File: config.mk
export PLATFORM = sky130hd
export DESIGN_NAME = cc_timer
export DESIGN_NICKNAME = d
export VERILOG_FILES = /design/src/rtl/cct_pkg.sv /design/src/rtl/cct_prescaler.sv /design/src/rtl/cct_counter.sv /design/src/rtl/cct_channel.sv /design/src/rtl/cc_timer.sv
export SDC_FILE = /design/constraint.sdc
export NUM_CORES = 1
export LEC_CHECK = 0
export CORE_MARGIN = 2
export CORE_UTILIZATION = 65
export CTS_BUF_LIST = sky130_fd_sc_hd__clkbuf_8 sky130_fd_sc_hd__clkbuf_16
export DETAILED_ROUTE_END_ITERATION = 7
export PLACE_DENSITY = 0.87
export SETUP_SLACK_MARGIN = 0.4
export SYNTH_ARGS = -nofsm -noshare
export SYNTH_HDL_FRONTEND = slang
export SYNTH_HIERARCHICAL = 1
export SYNTH_SLANG_ARGS = --single-unit
export TNS_END_PERCENT = 20
File: constraint.sdc
create_clock -name clk -period 6.7 [get_ports clk]
set_clock_uncertainty 0.1 [all_clocks]
set_input_delay 0.67 -clock clk [delete_from_list [all_inputs] [get_ports clk]]
set_output_delay 0.67 -clock clk [all_outputs]
set_load 0.01 [all_outputs]
File: src/rtl/cct_pkg.sv
// Shared constants for the capture/compare timer: register map and
// prescaler limits. Assumes a 5-bit register address space.
package cct_pkg;
    localparam int PRE_W   = 4;
    localparam int PRE_MAX = 9;
    localparam int DIV_W   = PRE_MAX;
    localparam int ADDR_W  = 5;

    localparam logic [ADDR_W-1:0] A_PRESCALE  = 5'd0;
    localparam logic [ADDR_W-1:0] A_LINK_CLR  = 5'd1;
    localparam logic [ADDR_W-1:0] A_LINK_STOP = 5'd2;
    localparam logic [ADDR_W-1:0] A_IEN_SET   = 5'd3;
    localparam logic [ADDR_W-1:0] A_IEN_CLR   = 5'd4;
    localparam logic [ADDR_W-1:0] A_FLAGS     = 5'd5;
    localparam logic [ADDR_W-1:0] A_COUNT     = 5'd6;
    localparam logic [ADDR_W-1:0] A_STATUS    = 5'd7;
    localparam logic [ADDR_W-1:0] A_CH_BASE   = 5'd8;
endpackage

File: src/rtl/cct_prescaler.sv
// Tick divider: issues one tick every 2^pre cycles while running.
// Assumes pre <= PRE_MAX; the divider restarts on clear and while stopped.
module cct_prescaler
    import cct_pkg::*;
(
    input  logic             clk,
    input  logic             rst_n,
    input  logic             run,
    input  logic             restart,
    input  logic [PRE_W-1:0] pre,
    output logic             tick
);
    logic [DIV_W-1:0] div_q;
    logic [DIV_W-1:0] mask;

    // Terminal count for the selected ratio.
    always_comb mask = DIV_W'((32'd1 << pre) - 32'd1);

    assign tick = run && (div_q == mask);

    // Divider state: counts up to the mask, restarts on tick, clear or idle.
    always_ff @(posedge clk) begin
        if (!rst_n)
            div_q <= '0;
        else if (restart || !run || tick)
            div_q <= '0;
        else
            div_q <= div_q + 1'b1;
    end
endmodule

File: src/rtl/cct_counter.sv
// Main count and run state. Stop wins over start; clear wins over a tick.
// Assumes stop/clear already include the compare-link contributions.
module cct_counter #(
    parameter int CNT_W = 32
) (
    input  logic             clk,
    input  logic             rst_n,
    input  logic             tick,
    input  logic             start,
    input  logic             stop,
    input  logic             clear,
    output logic [CNT_W-1:0] cnt_q,
    output logic             run_q,
    output logic             stepped_q
);
    // Run flag: stop has priority over start.
    always_ff @(posedge clk) begin
        if (!rst_n)
            run_q <= 1'b0;
        else if (stop)
            run_q <= 1'b0;
        else if (start)
            run_q <= 1'b1;
    end

    // Count register with natural wrap.
    always_ff @(posedge clk) begin
        if (!rst_n)
            cnt_q <= '0;
        else if (clear)
            cnt_q <= '0;
        else if (tick)
            cnt_q <= cnt_q + 1'b1;
    end

    // Marks a cycle whose count was reached by a tick, not by clear or hold.
    always_ff @(posedge clk) begin
        if (!rst_n)
            stepped_q <= 1'b0;
        else
            stepped_q <= tick && !clear;
    end
endmodule

File: src/rtl/cct_channel.sv
// One capture/compare channel: value register, compare pulse and sticky flag.
// Assumes capture wins over a register write in the same cycle.
module cct_channel #(
    parameter int CNT_W = 32
) (
    input  logic             clk,
    input  logic             rst_n,
    input  logic [CNT_W-1:0] cnt,
    input  logic             stepped,
    input  logic             capture,
    input  logic             val_wr,
    input  logic [CNT_W-1:0] wdata,
    input  logic             flag_wr,
    input  logic             flag_keep,
    output logic [CNT_W-1:0] val_q,
    output logic             hit,
    output logic             flag_q
);
    assign hit = stepped && (cnt == val_q);

    // Channel value: capture of the live count, else software write.
    always_ff @(posedge clk) begin
        if (!rst_n)
            val_q <= '0;
        else if (capture)
            val_q <= cnt;
        else if (val_wr)
            val_q <= wdata;
    end

    // Sticky flag: set by a compare, cleared by writing 0; set wins.
    always_ff @(posedge clk) begin
        if (!rst_n)
            flag_q <= 1'b0;
        else if (hit)
            flag_q <= 1'b1;
        else if (flag_wr && !flag_keep)
            flag_q <= 1'b0;
    end
endmodule

File: src/rtl/cc_timer.sv
// Capture/compare timer top: register file, compare-to-clear/stop links,
// interrupt enables and read mux. Assumes NUM_CH is 4 or 6 and CNT_W >= 6.
module cc_timer
    import cct_pkg::*;
#(
    parameter int NUM_CH = 4,
    parameter int CNT_W  = 32
) (
    input  logic              clk,
    input  logic              rst_n,
    input  logic              task_start,
    input  logic              task_stop,
    input  logic              task_clear,
    input  logic [NUM_CH-1:0] task_capture,
    input  logic              reg_wr,
    input  logic [ADDR_W-1:0] reg_addr,
    input  logic [CNT_W-1:0]  reg_wdata,
    output logic [CNT_W-1:0]  reg_rdata,
    output logic [NUM_CH-1:0] cmp_event,
    output logic              irq
);
    logic [PRE_W-1:0]  pre_q;
    logic [NUM_CH-1:0] lclr_q, lstop_q, ien_q, flag_q;
    logic [CNT_W-1:0]  cc_bank [NUM_CH];
    logic [CNT_W-1:0]  cnt_q;
    logic              run_q, stepped_q, tick;
    logic              clear_all, stop_all;
    logic              flag_wr;

    assign clear_all = task_clear || |(cmp_event & lclr_q);
    assign stop_all  = task_stop  || |(cmp_event & lstop_q);
    assign flag_wr   = reg_wr && (reg_addr == A_FLAGS);
    assign irq       = |(flag_q & ien_q);

    cct_prescaler u_pre (
        .clk     (clk),
        .rst_n   (rst_n),
        .run     (run_q),
        .restart (clear_all),
        .pre     (pre_q),
        .tick    (tick)
    );

    cct_counter #(.CNT_W(CNT_W)) u_cnt (
        .clk       (clk),
        .rst_n     (rst_n),
        .tick      (tick),
        .start     (task_start),
        .stop      (stop_all),
        .clear     (clear_all),
        .cnt_q     (cnt_q),
        .run_q     (run_q),
        .stepped_q (stepped_q)
    );

    for (genvar g = 0; g < NUM_CH; g++) begin : g_ch
        cct_channel #(.CNT_W(CNT_W)) u_ch (
            .clk       (clk),
            .rst_n     (rst_n),
            .cnt       (cnt_q),
            .stepped   (stepped_q),
            .capture   (task_capture[g]),
            .val_wr    (reg_wr && (reg_addr == A_CH_BASE + ADDR_W'(g))),
            .wdata     (reg_wdata),
            .flag_wr   (flag_wr),
            .flag_keep (reg_wdata[g]),
            .val_q     (cc_bank[g]),
            .hit       (cmp_event[g]),
            .flag_q    (flag_q[g])
        );
    end

    // Divide exponent: accepted only while stopped and in range.
    always_ff @(posedge clk) begin
        if (!rst_n)
            pre_q <= '0;
        else if (reg_wr && reg_addr == A_PRESCALE && !run_q
                 && reg_wdata <= CNT_W'(PRE_MAX))
            pre_q <= reg_wdata[PRE_W-1:0];
    end

    // Compare-link masks.
    always_ff @(posedge clk) begin
        if (!rst_n) begin
            lclr_q  <= '0;
            lstop_q <= '0;
        end else if (reg_wr) begin
            if (reg_addr == A_LINK_CLR)  lclr_q  <= reg_wdata[NUM_CH-1:0];
            if (reg_addr == A_LINK_STOP) lstop_q <= reg_wdata[NUM_CH-1:0];
        end
    end

    // Interrupt enables through separate set and clear addresses.
    always_ff @(posedge clk) begin
        if (!rst_n)
            ien_q <= '0;
        else if (reg_wr && reg_addr == A_IEN_SET)
            ien_q <= ien_q | reg_wdata[NUM_CH-1:0];
        else if (reg_wr && reg_addr == A_IEN_CLR)
            ien_q <= ien_q & ~reg_wdata[NUM_CH-1:0];
    end

    // Read mux.
    always_comb begin
        reg_rdata = '0;
        case (reg_addr)
            A_PRESCALE:             reg_rdata = CNT_W'(pre_q);
            A_LINK_CLR:             reg_rdata = CNT_W'(lclr_q);
            A_LINK_STOP:            reg_rdata = CNT_W'(lstop_q);
            A_IEN_SET, A_IEN_CLR:   reg_rdata = CNT_W'(ien_q);
            A_FLAGS:                reg_rdata = CNT_W'(flag_q);
            A_COUNT:                reg_rdata = cnt_q;
            A_STATUS:               reg_rdata = CNT_W'(run_q);
            default: begin
                for (int n = 0; n < NUM_CH; n++)
                    if (reg_addr == A_CH_BASE + ADDR_W'(n))
                        reg_rdata = cc_bank[n];
            end
        endcase
    end
endmodule

# Word-level counts from Yosys, hierarchy flattened
# Index checks and enable logic that the tools add are counted.
# W data, S select, Z words.
[word_totals]
output_inout_bits = 37
rom_bits = 0
input_bits = 47
elab_cells = 116
mem_count = 0
regBits = 191
latchBits = 0
ram_bits = 0
[classes]
n_addsub = 3
n_bitwise = 7
mul = 0
n_lt_le_gt_ge = 1
n_reduce_logical = 49
div = 0
shift = 1
n_eq_ne = 16
mux = 23
[op_table]
columns = ["operator", "n"]
rows = [
  ["$mux W32", 12],
  ["$pmux W32 S7", 1],
  ["$eq A32 B32 Y1", 4],
  ["$add A32 B1 Y32 const B", 1],
  ["$le A32 B4 Y1 const B", 1],
  ["$eq A5 B3 Y1 const B", 4],
  ["$eq A5 B4 Y1 const B", 4],
  ["$logic_and A1 B1 Y1", 20],
  ["$reduce_bool A2 Y1", 9],
  ["$and A4 B4 Y4", 4],
  ["$reduce_or A4 Y1", 3],
  ["$eq A5 B2 Y1 const B", 2],
  ["$add A9 B1 Y9 const B", 1],
  ["$eq A9 B9 Y1", 1],
  ["$shl A1 B4 Y9 const A", 1],
  ["$sub A9 B1 Y9 const B", 1],
  ["$mux W1", 8],
  ["$mux W4", 2],
  ["$reduce_or A2 Y1", 4],
  ["$logic_not A1 Y1", 6],
  ["$eq A5 B1 Y1 const B", 1],
  ["$logic_not A5 Y1", 1],
  ["$logic_or A1 B1 Y1", 4],
  ["$not A4 Y4", 1],
  ["3 further kinds", 4],
]

# Logic depth before layout (Yosys ltp)
# Gate-level depths: netlist of run 1.
[depth]
ltp_word = 8
mapped_depth = 14
mapped_depth_nobuf = 11

# By module
# The synthesis of run 1 kept the hierarchy.
[modules_own_cells]
columns = ["mod", "seq_area_each_um2", "area_each_um2", "instances", "cells_each"]
rows = [
  ["cct_channel", 660.6, 1941.9, 4, 229],
  ["cc_timer", 320.3, 2224.6, 1, 281],
  ["cct_counter", 680.7, 1626.6, 1, 180],
  ["cct_prescaler", 180.2, 654.4, 1, 83],
]

# Least setup slack after synthesis of run 1
# OpenSTA, ideal clock, no wires.
[synth_path]
kind = "register -> register"
start = "register pre_q[2]"
end = "register u_cnt.cnt_q[23]"
slack_ps = 2927
arrival_time_ps = 3601
t_required_ps = 6528
period_less_slack_ps = 3773
stages_incl_launch_ff = 15
setup_time_ps = 72
path_buffers = 3
path_cell_list = "dfxtp_1 > buf_4 > nor3_1 > or2b_1 > ha_1 > or3_1 > a21oi_1 > o21ai_0 > a2111oi_4 > and4_1 > buf_2 > nand3_1 > buf_2 > nor4_1 > mux2i_1"
[synth_between]
elab_chain_len = 4
[synth_lines]
columns = ["item", "line_no", "text"]
rows = [
  ["start: declaration", "cc_timer.sv:22", "logic [PRE_W-1:0] pre_q;"],
  ["start signal: assignment", "cc_timer.sv:79", "pre_q <= reg_wdata[PRE_W-1:0];"],
  ["$shl A1 B4 Y9", "cct_prescaler.sv:17", "always_comb mask = DIV_W'((32'd1 << pre) - 32'd1);"],
  ["$sub A9 B1 Y9", "cct_prescaler.sv:17", ""],
  ["$eq A9 B9 Y1", "cct_prescaler.sv:19", "assign tick = run && (div_q == mask);"],
  ["$logic_and A1 B1 Y1", "cct_prescaler.sv:19", ""],
  ["via tick", "cc_timer.sv:26", "logic run_q, stepped_q, tick;"],
  ["end signal: assignment", "cct_counter.sv:33", "cnt_q <= cnt_q + 1'b1;"],
  ["end: declaration", "cct_counter.sv:12", "output logic [CNT_W-1:0] cnt_q,"],
]
# The timed path passes the listed nets, and every way through them passes these cells.
# A chain may end at the register's enable or synchronous reset.

# Worst setup path after layout of run 1
[layout_path]
start = "register pre_q[3]"
end = "register u_cnt.cnt_q[27]"
# Same word-level chain as after synthesis.

==> metrics, run 1 <==
run status=completed; most used cell along the critical path=a21oi_1; Final HPWL DP=about 25 mm; Final WS setup=1.938 ns; crit share post-route=just over 70%; async set-reset flop share out of synthesis=0%; fillcell total=roughly 1,400; Yosys warning total=6; Root Buffer=clkbuf_16; Area after DPL=around 13,000 µm²; Post-CTS Resized=0; top cells by area, synth=dfxtp_1, mux2i_1, xnor2_1; CTS buffer count=17; CP max stage delay=a little over 0.8 ns; startpoint types=flip-flop; Initial Util=between 60 and 70%; critical path data arrival time=between 5 and 6 ns; Min-Delay Path Class=reg -> reg; synth unique cells=64; clk sinks=between 150 and 200; post-synth top area share=31.16%; DRC violations left=0; Worst VDD drop=around 0.17 mV; crit path kind=reg -> reg; LEAKAGE=~4.3 nW; Setup Fix Bufs, Post-CTS=0; cell taking the most area after synthesis=dfxtp_1; layout cells sized above 1=~7.6%; Design Area, Final=approximately 14,000 µm²; MaxCap Viol Count=0; RSZ-0062 raised after global routing=false; XOR/XNOR Fraction of Synth Area=between 10% and 20%; placed cells=~1,700; critical path fanouts, max=17; CTS Buffer Depth=2; core area=~19,000 µm²; Routed WL=38.24 mm; row count=50; Final min period=4.762 ns; Max Slew Vio Count=0; final setup fails=0; Synth Register Bits=~190; ys flop type=dfxtp_1; clk_lat worst skew=approximately 0.44 ns; largest family of logic cells by synthesized area=simple AND/OR/NAND/NOR gates; Fmax achieved=roughly 210 MHz; number of global-route vias before repair=between 10,000 and 15,000; gpl congestion=~0.98; Post-synth EDFFs=0; Die Footprint=about 20,000 µm²; routed len/inst=around 22 µm; nets@finish=between 1,500 and 2,000; CP endpoint kind=flip-flop; Clk pin slew, worst setup/hold paths=roughly 0.07 ns; Initial DRC Count=roughly 1,400; final hold violations=0; # hold bufs at CTS=0; crit path cell chain=nor3_1 -> or2b_1 -> ha_1 -> or3_1 -> a21oi_1 -> o21ai_0 -> a2111oi_4 -> and4_1 -> nand3_1 -> or4_1 -> a21oi_1; Global Route Usage Sum=between 30 and 40%; CP required=a little under 7 ns; post-synthesis mux area share=about 15%; Worst slew margin=around 17%; Worst-Margin Slew=approximately 1.2 ns; register area share after synthesis=between 30 and 40%; Port Buffers=83; final core occ=72.79%; first-pass GRT wire length=around 59 mm; routed via count=~11,000; Synth Area in Compound Gates=14.96%; syn_nets=~1,500; H-tree Lvls=4; IO Count=84; Layout area overhead=10.56%; grt ovf=0; TritonCTS clock tree=done; # diodes=0; Power per Cell Area=about 170 nW/µm²; Crit-path slowest cell=a2111oi_4; initial antenna violation count=0; simple logic cell fraction of the synthesized area=around a quarter; DRT antenna net count=0; Adder-Cell Fraction of Synth Area=0.3058%; worst slack at placement=~2.2 ns; Post-Syn Instances=1,460; pin count of the biggest net entering global routing=95; DR vias/cell=between 6 and 7; TritonRoute pass-1 iters=5; Final TNS setup=0 ns; Mapped Avg Cell Area=8.406 µm²; DIE WIDTH=approximately 140 µm; non-filler cells, final=approximately 1,700; post-synthesis cell area=about 12,000 µm²; DIE HEIGHT=approximately 140 µm
worst max-delay path, delay by kind of cell, from the launching register on:
family / cells / cell delay [ns]
compound gates: 4 / 1.33
simple gates: 6 / 2.54
fa+ha+maj: 1 / 0.23
flops: 1 / 0.47
report_power, final:
| part | internal [W] | total, W | switching (W) |
|---|---|---|---|
| Sequential | 0.00114 | 0.00114 | 0.00000538 |
| Combinational | 0.0000637 | 0.000194 | 0.000130 |
| Clock | 0.000518 | 0.00100 | 0.000486 |
| Total | 0.00172 | 0.00234 | 0.000622 |
metal layers:
layer / vias up / routed length [µm] / global-route usage, %
li1: 5214 / - / -
met1: 5384 / 14950 / 48.63
met2: 711 / 17380 / 59.81
met3: 172 / 3948 / 8.606
met4: 0 / 1954 / 18.89
met5: - / 0 / 0
state kept, by name (all words and copies together) (netlist names), named ones only:
signal            count
pre_q                 4
u_cnt/run_q           1
u_cnt/stepped_q       1
u_pre/div_q           9
u_cnt/cnt_q          32
lstop_q               4
g_ch.u_ch/val_q     128
g_ch.u_ch/flag_q      4
lclr_q                4
final timing paths:
path / startpoint / end / slack (ns) / cells past startpoint
setup reg to reg: pre_q[3] / u_cnt/cnt_q[27] / 1.94 / 11
setup / recovery: pre_q[3] / u_cnt/cnt_q[27] / 1.94 / 11
hold reg to reg: lstop_q[0] / lstop_q[0] / 0.37 / 2
hold / removal: lstop_q[0] / lstop_q[0] / 0.37 / 2
layout make-up:
class,count,area [µm²],share of cell area [%]
multi-input combinational,1160,7946,58.56
inverter,14,52.55,0.3873
clock buffer,17,425.4,3.135
clock inverter,13,132.6,0.9774
timing repair buffer,96,895.9,6.602
tap,234,292.8,2.158
sequential,191,3824,28.18
through the flow:
step	power, W	hold slack (ns)
2_1_floorplan	0.001266	0.3475
3_3_place_gp	0.001354	0.3579
3_5_place_dp	0.001356	0.3667
4_1_cts	0.002333	0.3736
5_1_grt	0.002392	0.4050
6_report	0.002342	0.3734
cell usage in the layout, fill, tap and decap left out, drive strengths merged, types with 22 or more instances in the layout:
cell type	Yosys	layout
nand4	36	36
a21oi	32	32
nand3	36	36
xor2	22	22
dfxtp	191	191
nand2	185	185
o221ai	30	30
o2bb2ai	32	32
nor2	68	68
xnor2	119	119
mux2i	140	140
clkdlybuf4s50	0	76
and2	136	136
o21ai	138	138
mux2	30	30
cells in the mapped netlist, types with 5 or more instances:
master,count
and2_1,136
o221ai_1,30
nand3_1,36
o2bb2ai_1,32
buf_2,11
nor2b_1,11
clkbuf_1,57
nand2b_1,11
or4_1,13
nand4_1,35
o21ai_0,134
nor4_1,10
nand2_1,185
mux2i_1,140
and3_1,5
and4_1,5
mux2_2,30
xnor2_1,119
dfxtp_1,191
xor2_1,22
inv_1,14
buf_4,17
a21oi_1,31
buf_6,6
nor4_2,8
nor3_1,12
a22oi_1,8
nor2_1,67
o31ai_1,13
o211ai_1,7
kinds of logic (layout without fill, tap and decap cells):
kind of cell	count (synthesis)	in the layout
adders and majority gates	3	3
and+or+nand+nor	562	562
AOI/OAI and AO/OA	281	281
buffers and inverters	109	140
DFF	191	191
muxes	173	173
xor gates and xnor gates	141	141
Note: power is estimated with default switching activity, not from simulation.
==> run 2, diff against run 1 <==
- CORE_UTILIZATION: 65 -> 54
- PLACE_DENSITY: 0.87 -> 0.77
- clock period: 6.7 -> 4 ns (I/O delays scaled with it)
==> run 2 against run 1 <==
Clock power grew 78%. Global-route usage shrank 5.6 points. Power grew 72%. Utilization shrank 11 points. Clock-buffer cell count grew 1. Flip-flop and latch count is the same. Critical endpoint is now cmp_event[3]. Largest cell class unchanged. Highest routed layer unchanged.
==> metrics, run 2 (synthesis results as in run 1) <==
Initial Util=54.54% (-11 points); # diodes=0 (unchanged); Comb power frac=8.4% (about the same); Root Buffer=clkbuf_16; core area=22,500 µm² (+21%); Worst slew margin=19.36% (+2.0 points); R2R depth=10 (-1); R2R Setup Slk=0.53 ns (-1.41 ns); Worst-Margin Slew=1.210 ns (-0.02990 ns); CP endpoint kind=primary output; TritonRoute pass-1 iters=7 (+2); Routed WL=39.18 mm (+2.5%); run status=completed; final core occ=62.11% (-11 points); DRT antenna net count=0 (unchanged); Power per Cell Area=288.4 nW/µm² (+67%); Psw=0.001062 W (+71%); max reg flops=128 (unchanged); Clock Power Share=44.1% (+1.2 points); Final HPWL DP=25.78 mm (+3.0%); TritonCTS clock tree=done; met3 Usage GRT=6.248% (-2.4 points); DR vias/cell=6.317 (-5.1%); number of global-route vias before repair=10,630 (-0.16%); routed via count=11,420 (-0.57%); Global Route Usage Sum=32.19% (-5.6 points); IO Count=84 (unchanged); Reg with most FFs=g_ch.u_ch/val_q; worst slack at placement=0.2469 ns (-1.942 ns); final hold violations=0 (unchanged); Final TNS setup=0 ns (unchanged); DIE WIDTH=154.8 µm (+9.4%); Fmax achieved=278.6 MHz; crit path kind=reg -> out; pin count of the biggest net entering global routing=89 (-6.3%); CTS Buffer Depth=2 (unchanged); Crit. Startpoint=u_cnt/cnt_q[15]; first-pass GRT wire length=60.22 mm (+1.6%); met2 usage=51.51% (-8.3 points); Port Buffers=83 (unchanged); critical path data arrival time=3.09 ns (-1.93 ns); RSZ-0062 raised after global routing=true; critical path fanouts, max=13 (-4); Clk pin slew, worst setup/hold paths=0.07 ns (about the same); sequential share of power=47.5% (-1.3 points); CP required=3.50 ns (-3.46 ns); crit share post-route=about 90%; Final WS setup=0.4112 ns (-1.527 ns); MaxCap Viol Count=0 (unchanged); top flop regs=g_ch.u_ch/val_q x128, u_cnt/cnt_q x32, u_pre/div_q x9; GRT Max-Usage Layer=met2; most frequent cells in the layout=nand2_1, dfxtp_1, mux2i_1; FF-to-FF Start=u_cnt/cnt_q[15]; Net Sw Frac=26.34% (-0.22 points); startpoint types=flip-flop; routed len/inst=21.68 µm (-2.2%); Die Footprint=23,950 µm² (+20%); DRC violations left=0 (unchanged); nets@finish=1,559 (+1.9%); Layout area overhead=13.87%; # hold bufs at CTS=0 (unchanged); Worst Setup EP=cmp_event[3]; commonest non-fill, non-tap cell in the layout=nand2_1; CTS buffer count=17 (unchanged); routing usage on met1=42.09% (-6.5 points); row count=55 (+10%); layout cells sized above 1=10.97% (+3.4 points); fillcell total=1,889 (+33%); gpl congestion=0.9581 (-2.3%); Crit Reg-Reg Endpoint=u_cnt/cnt_q[28]; Initial DRC Count=1,189 (-14%); Max Slew Vio Count=0 (unchanged); cell internal pwr=0.002969 W (+73%); DIE HEIGHT=154.8 µm (+9.4%); grt ovf=0 (unchanged); Worst VDD drop=0.2241 mV (+31%); clk sinks=191 (unchanged); final setup fails=0 (unchanged); clk_lat worst skew=0.45 ns (about the same); Final min period=approximately 3.6 ns; Min-Delay Path Class=in -> reg; initial antenna violation count=0 (unchanged); H-tree Lvls=4 (unchanged); LEAKAGE=4.510 nW (+4.5%)
[run 2: how the worst min path moves through the flow]
stage           startpoint  cells after the start         end  slack (ns)
2_1_floorplan     pre_q[2]                      2    pre_q[2]        0.35
3_3_place_gp    lstop_q[1]                      2  lstop_q[1]        0.36
3_5_place_dp    lstop_q[1]                      2  lstop_q[1]        0.36
4_1_cts        reg_addr[1]                      3   flip-flop        0.34
5_1_grt        reg_addr[1]                      3   flip-flop        0.37
6_report       reg_addr[1]                      3   flip-flop        0.36
[run 2: area by class of cell]
cell class	count	area (µm²)	share of cell area, %
clock buffers	18	439.2	3.142
clock inverters	14	160.2	1.146
inverters	14	52.55	0.3760
multi-input cells	1160	8000	57.24
flip-flops and latches	191	3841	27.48
well taps	285	356.6	2.551
repair buffers	125	1126	8.057
[run 2: metal layers]
| layer | vias to the layer above | share of wire (%) |
|---|---|---|
| li1 | 5268 | - |
| met4 | 0 | 4.4 |
| met3 | 120 | 9.7 |
| met1 | 5389 | 41 |
| met2 | 638 | 45 |
| met5 | - | 0 |
[run 2: power groups by stage]
stage,clock [W],sequential [W],combinational [W]
2_1_floorplan,0,0.00196,0.000164
3_3_place_gp,0,0.00196,0.000322
3_5_place_dp,0,0.00196,0.000323
4_1_cts,0.00178,0.00191,0.000326
5_1_grt,0.00186,0.00192,0.000350
6_report,0.00178,0.00191,0.000338
[run 2: what timing repair did]
action                                  in CTS  in global routing
resized for setup                            1                 21
endpoints found under the setup margin      18                 32
endpoints found under the hold margin        0                  0
setup buffers                                0                  7
pin swaps                                    0                  4
[run 2: worst max-delay path, cell delays in order (launching register included)]
cell and delay (ns):
dfxtp_1 0.70, xnor2_1 0.20, nand4_1 0.26, nor2_1 0.18, nand3_1 0.10, nor4_2 0.56, clkdlybuf4s50_1 0.64
[run 2: metrics by stage]
step                      std cells  hold WS [ns]  instance area (µm²)  total power (W)
final                          1807        0.3642                13980         0.004031
after global routing           1807        0.3745                13980         0.004128
after CTS                      1800        0.3424                13880         0.004015
after detailed placement       1768        0.3644                13280         0.002282
after global placement         1768        0.3564                13280         0.002281
after floorplan                1460        0.3481                12300         0.002121
